===== src/rtl/alu_pkg.sv =====
package alu_pkg;
  typedef enum logic [2:0] {
    OP_ADD  = 3'd0,
    OP_SUB  = 3'd1,
    OP_CMP  = 3'd2,
    OP_ASL  = 3'd3,
    OP_ROXL = 3'd4,
    OP_ABCD = 3'd5,
    OP_RS6  = 3'd6,
    OP_RS7  = 3'd7
  } alu_op_e;

  typedef struct packed {
    logic x;
    logic n;
    logic z;
    logic v;
    logic c;
  } ccr_t;
endpackage


===== src/rtl/alu_addsub.sv =====
module alu_addsub #(
  parameter int DW = 32
) (
  input  logic [DW-1:0] a,
  input  logic [DW-1:0] b,
  input  logic [DW-1:0] mask,
  input  logic [DW-1:0] sgn,
  input  logic          sub,
  output logic [DW-1:0] res,
  output logic          cy,
  output logic          ov
);
  logic [DW:0] am, bm, t;
  logic sa, sb, sr;

  always_comb begin
    am  = {1'b0, a & mask};
    bm  = {1'b0, b & mask};
    t   = sub ? (am - bm) : (am + bm);
    res = t[DW-1:0];
    sa  = |(a & sgn);
    sb  = |(b & sgn);
    sr  = |(res & sgn);
    if (sub) begin
      cy = (bm > am);
      ov = (sa != sb) && (sr != sa);
    end else begin
      cy = |(t & {sgn, 1'b0});
      ov = (sa == sb) && (sr != sa);
    end
  end
endmodule


===== src/rtl/alu_shrot.sv =====
module alu_shrot #(
  parameter int DW = 32
) (
  input  logic [DW-1:0] a,
  input  logic [DW-1:0] sgn,
  input  logic          xin,
  input  logic          rot,
  output logic [DW-1:0] res,
  output logic          outbit,
  output logic          ov
);
  logic next_top;

  always_comb begin
    res      = {a[DW-2:0], rot & xin};
    outbit   = |(a & sgn);
    next_top = |(a & (sgn >> 1));
    ov       = rot ? 1'b0 : (outbit != next_top);
  end
endmodule


===== src/rtl/alu_bcd.sv =====
module alu_bcd #(
  parameter int DW = 32
) (
  input  logic [DW-1:0] a,
  input  logic [DW-1:0] b,
  input  logic          xin,
  input  logic [1:0]    size,
  output logic [DW-1:0] res,
  output logic          cout
);
  localparam int ND = DW / 4;
  localparam int BD = ND / 4;
  localparam int WD = ND / 2;

  logic [ND:0] cy;
  assign cy[0] = xin;

  for (genvar i = 0; i < ND; i++) begin : g_digit
    logic [4:0] raw, fix;
    logic       over;
    assign raw  = {1'b0, a[4*i +: 4]} + {1'b0, b[4*i +: 4]} + {4'b0, cy[i]};
    assign over = (raw > 5'd9);
    assign fix  = over ? (raw + 5'd6) : raw;
    assign res[4*i +: 4] = fix[3:0];
    assign cy[i+1] = over;
  end

  always_comb begin
    case (size)
      2'd0:    cout = cy[BD];
      2'd1:    cout = cy[WD];
      default: cout = cy[ND];
    endcase
  end
endmodule


===== src/rtl/sized_flag_alu.sv =====
module sized_flag_alu
  import alu_pkg::*;
#(
  parameter int DW = 32
) (
  input  logic          clk,
  input  logic          rst,
  input  logic          in_valid,
  output logic          in_ready,
  input  logic [2:0]    in_op,
  input  logic [1:0]    in_size,
  input  logic [DW-1:0] in_dst,
  input  logic [DW-1:0] in_src,
  input  logic          in_dvf,
  output logic          out_valid,
  input  logic          out_ready,
  output logic [DW-1:0] out_data,
  output logic [4:0]    out_flags
);
  localparam int BW = DW / 4;
  localparam int WW = DW / 2;
  localparam logic [DW-1:0] ONE = {{(DW-1){1'b0}}, 1'b1};

  alu_op_e op;
  logic [DW-1:0] mask, sgn;
  ccr_t flags_q, flags_d;
  logic [DW-1:0] as_res, sr_res, bcd_res, sized, data_d;
  logic as_c, as_v, sr_out, sr_v, bcd_c, res_zero, res_neg, accept;

  assign op = alu_op_e'(in_op);

  always_comb begin
    case (in_size)
      2'd0: begin
        mask = (ONE << BW) - ONE;
        sgn  = ONE << (BW - 1);
      end
      2'd1: begin
        mask = (ONE << WW) - ONE;
        sgn  = ONE << (WW - 1);
      end
      default: begin
        mask = '1;
        sgn  = ONE << (DW - 1);
      end
    endcase
  end

  alu_addsub #(.DW(DW)) u_addsub (
    .a(in_dst), .b(in_src), .mask(mask), .sgn(sgn),
    .sub((op == OP_SUB) || (op == OP_CMP)),
    .res(as_res), .cy(as_c), .ov(as_v)
  );

  alu_shrot #(.DW(DW)) u_shrot (
    .a(in_dst), .sgn(sgn), .xin(flags_q.x), .rot(op == OP_ROXL),
    .res(sr_res), .outbit(sr_out), .ov(sr_v)
  );

  alu_bcd #(.DW(DW)) u_bcd (
    .a(in_dst), .b(in_src), .xin(flags_q.x), .size(in_size),
    .res(bcd_res), .cout(bcd_c)
  );

  always_comb begin
    case (op)
      OP_ASL, OP_ROXL: sized = sr_res;
      OP_ABCD:         sized = bcd_res;
      default:         sized = as_res;
    endcase
  end

  assign res_zero = ((sized & mask) == '0);
  assign res_neg  = |(sized & sgn);

  always_comb begin
    flags_d = flags_q;
    case (op)
      OP_SUB, OP_CMP: begin
        flags_d.c = as_c;
        flags_d.v = as_v;
        if (op == OP_SUB) flags_d.x = as_c;
      end
      OP_ASL, OP_ROXL: begin
        flags_d.c = sr_out;
        flags_d.x = sr_out;
        flags_d.v = sr_v;
      end
      OP_ABCD: begin
        flags_d.c = bcd_c;
        flags_d.x = bcd_c;
      end
      default: begin
        flags_d.c = as_c;
        flags_d.x = as_c;
        flags_d.v = as_v;
      end
    endcase
    if (op == OP_ABCD) begin
      if (!res_zero) flags_d.z = 1'b0;
    end else begin
      flags_d.n = res_neg;
      flags_d.z = res_zero;
    end
    if (in_dvf) flags_d.v = 1'b1;
  end

  assign data_d   = (op == OP_CMP) ? in_dst : ((in_dst & ~mask) | (sized & mask));
  assign in_ready = !out_valid || out_ready;
  assign accept   = in_valid && in_ready;

  always_ff @(posedge clk) begin
    if (rst) begin
      out_valid <= 1'b0;
      out_data  <= '0;
      flags_q   <= '0;
    end else if (accept) begin
      out_valid <= 1'b1;
      out_data  <= data_d;
      flags_q   <= flags_d;
    end else if (out_ready) begin
      out_valid <= 1'b0;
    end
  end

  assign out_flags = flags_q;
endmodule


===== config.mk =====
export PLATFORM = sky130hd
export DESIGN_NAME = sized_flag_alu
export DESIGN_NICKNAME = d
export VERILOG_FILES = /design/src/rtl/alu_pkg.sv /design/src/rtl/alu_addsub.sv /design/src/rtl/alu_shrot.sv /design/src/rtl/alu_bcd.sv /design/src/rtl/sized_flag_alu.sv
export SDC_FILE = /design/constraint.sdc
export NUM_CORES = 1
export LEC_CHECK = 0
export ABC_CLOCK_PERIOD_IN_PS = 30400
export CAP_MARGIN = 25
export CORE_ASPECT_RATIO = 0.75
export CORE_UTILIZATION = 35
export DETAILED_ROUTE_END_ITERATION = 8
export DONT_BUFFER_PORTS = 1
export GPL_ROUTABILITY_DRIVEN = 0
export GPL_TIMING_DRIVEN = 0
export PLACE_DENSITY = 0.51
export SLEW_MARGIN = 0
export SYNTH_ARGS = -nofsm -noshare
export SYNTH_HDL_FRONTEND = slang
export SYNTH_SLANG_ARGS = --single-unit

===== constraint.sdc =====
create_clock -name clk -period 30.4 [get_ports clk]
set_input_delay 7.6 -clock clk [delete_from_list [all_inputs] [get_ports clk]]
set_output_delay 7.6 -clock clk [all_outputs]
set_load 0.05 [all_outputs]

==> metrics.cfg <==
[run_status]
outcome=finished clean

[global_routing]
antenna_found_initial=1
grt_pass1_wl_mm=58.0
overflow=0
track_usage_pct=29.3
grt_max_degree=13
grt_pass1_vias=9519

[sta]
fin_worst_skew_ps=3.07
worst_slew_pin_slew_ps=1020
post-route-min-period_ps=22270
final.setup.tns_ps=0
relSlewSlack_pct=31.9
max_freq_ghz=0.0449
fin_hold_ws_ps=597
finalCritPeriodShare_pct=73.3
setup_viol=0
rsz0062_at_grt=no
slew_viol_final=0
hold_violations=0

[floorplan]
core_area_um2=25000
die_w_um=186
fp.dieH_um=140
start_util_pct=35.7
fp-row-count=50
pin_count=113
dieArea_um2=26100

[route]
via_per_inst=6.18
drt-initial-drc-count=1248
route.detailed.wl_per_inst_um=23.3
drt_wl_total_mm=38.6
ant_nets=0
drt_pass1_iterations=5
drc=0
dr_total_vias=10200

[critical_path]
worstSetupStartpointType=input pin
timing.critical_path.mode_cell=fa_1
arrival_ps=22470
cpMaxStageDelayCell=fa_1
criticalPathCategory=in2reg
worstPathMaxFanout=7
slowest_delay_ps=640
worstPathRequired_ps=30590
end_kind=register

[power_and_ir_drop]
worst_ir_drop_vdd_mv=0.0417
power_density_nw_per_um2=37.0
leakage_nw=4.09

[yosys]
avgSynthCellArea_um2=6.81
synth.top_cell.area_share_pct=12.6
synth_warnings=0
ys_types=91
synth_area_um2=8910
synthArstFlopShare_pct=0
synth_area_leader_cell=ha_1
ys_seq_area_share_pct=8.54
synth_edf_count=0
synthCells=1308
yosysMostFrequentCell=nor2_1
synth.area.top_cells=ha_1, dfxtp_1, a21oi_1, nor2_1, nand2_1
synth_common_cells=nor2_1, a21oi_1, nand2_1
ys_ff_latch=38
synth_nets=1490
ys.flop_type=dfxtp_1

[placement]
portBuffers=0
hpwl_mm=31.7

[cts]
clk_latency_ps=280
clock_sinks=38
htree_levels=2
cts_resized=0
cts_tree=yes
tritoncts.num_buffers=5
clk_pin_slew_ps=60
root_buffer=clkbuf_16
post-cts-setup-buffer-count=0
holdBufCountCts=0
clockBufferDepth=2

[finish]
diodes=0
fin_nets=1498
layout-drive-gt1-share_pct=5.32
syn2layout_area_growth_pct=6.57

[run]
cap_violations=0

[min_path]
min_path_type=reg2reg

==> flip-flops by register name (all words and copies together), names as in the netlist <==
| name | count |
|---|---|
| out_flags | 5 |
| out_data | 32 |
| out_valid | 1 |
==> through the flow <==
stage	util [%]	area [um^2]	setup slack, ps	power [mW]	std cells
3_5_place_dp	37.4	9340	8000	0.291	1647
3_3_place_gp	37.4	9330	8180	0.291	1646
5_1_grt	38.0	9490	7300	0.374	1655
2_1_floorplan	-	8910	10360	0.230	1308
4_1_cts	38.0	9490	8220	0.345	1655
6_report	38.0	9490	8130	0.352	1655
==> cells in the final DEF, fill, tap and decap left out, types with 11 or more instances in the layout <==
master and n:
nand2_1 105, buf_2 17, o31ai_1 14, o211ai_1 11, o21ai_0 65, inv_1 104, ha_1 90, a31oi_1 15
nor2_1 145, fa_1 18, dfxtp_1 38, a211oi_1 44, or3_1 13, nand3_1 26, and2_1 43, xnor2_1 32
a21oi_1 127, nor2b_1 16, mux2i_1 16, nor4_1 13, a21o_1 35, clkbuf_1 44, nor3_1 35, nand2b_1 14
==> path summary, 6_finish.rpt <==
kind | start | endpoint | slack, ps | cells past startpoint
setup / recovery | in_dst[0] | out_flags[2] | 8130 | 58
hold / removal | out_flags[4] | out_flags[4] | 600 | 2
setup reg to reg | out_flags[4] | out_flags[2] | 15130 | 58
hold reg to reg | out_flags[4] | out_flags[4] | 600 | 2
==> report_power, final <==
group          internal [mW]  switching [mW]  total, mW
clock network         0.0324          0.0192     0.0517
registers             0.0545          0.0192     0.0738
logic                 0.0796           0.147      0.226
total                  0.167           0.185      0.352
==> cells by family (layout without fill, tap and decap cells) <==
family,after synthesis,in the layout,synth area share (%)
mux,21,21,2.43
flops,38,38,8.54
fa+ha+maj,108,108,16.7
buf+inv,181,190,8.16
compound gates,452,452,34.6
simple gates,465,465,25.3
xor+xnor,43,43,4.31
==> final cells by class <==
| type | instances | area [um^2] |
|---|---|---|
| Inverter | 107 | 402 |
| Tap cell | 338 | 423 |
| Timing Repair Buffer | 1 | 11.3 |
| Multi-Input combinational cell | 1089 | 7420 |
| Sequential cell | 38 | 761 |
| Fill cell | 2718 | 15500 |
| Clock buffer | 6 | 139 |
| Clock inverter | 2 | 12.5 |
| Buffer | 74 | 325 |
==> worst max-delay path, delay by kind of cell <==
| family | cells | cell delay, ps |
|---|---|---|
| compound gates | 15 | 4620 |
| fa+ha+maj | 16 | 6170 |
| simple gates | 9 | 1870 |
| xor+xnor | 4 | 1060 |
| buf+inv | 14 | 1130 |
==> per-layer routing <==
metal / global-route usage [%] / wire length [um]
met1: 43.0 / 17400
met2: 40.8 / 15000
met3: 8.63 / 5160
met4: 7.55 / 1030
met5: 0 / 9
No activity file was read; power rests on OpenSTA's default activity.
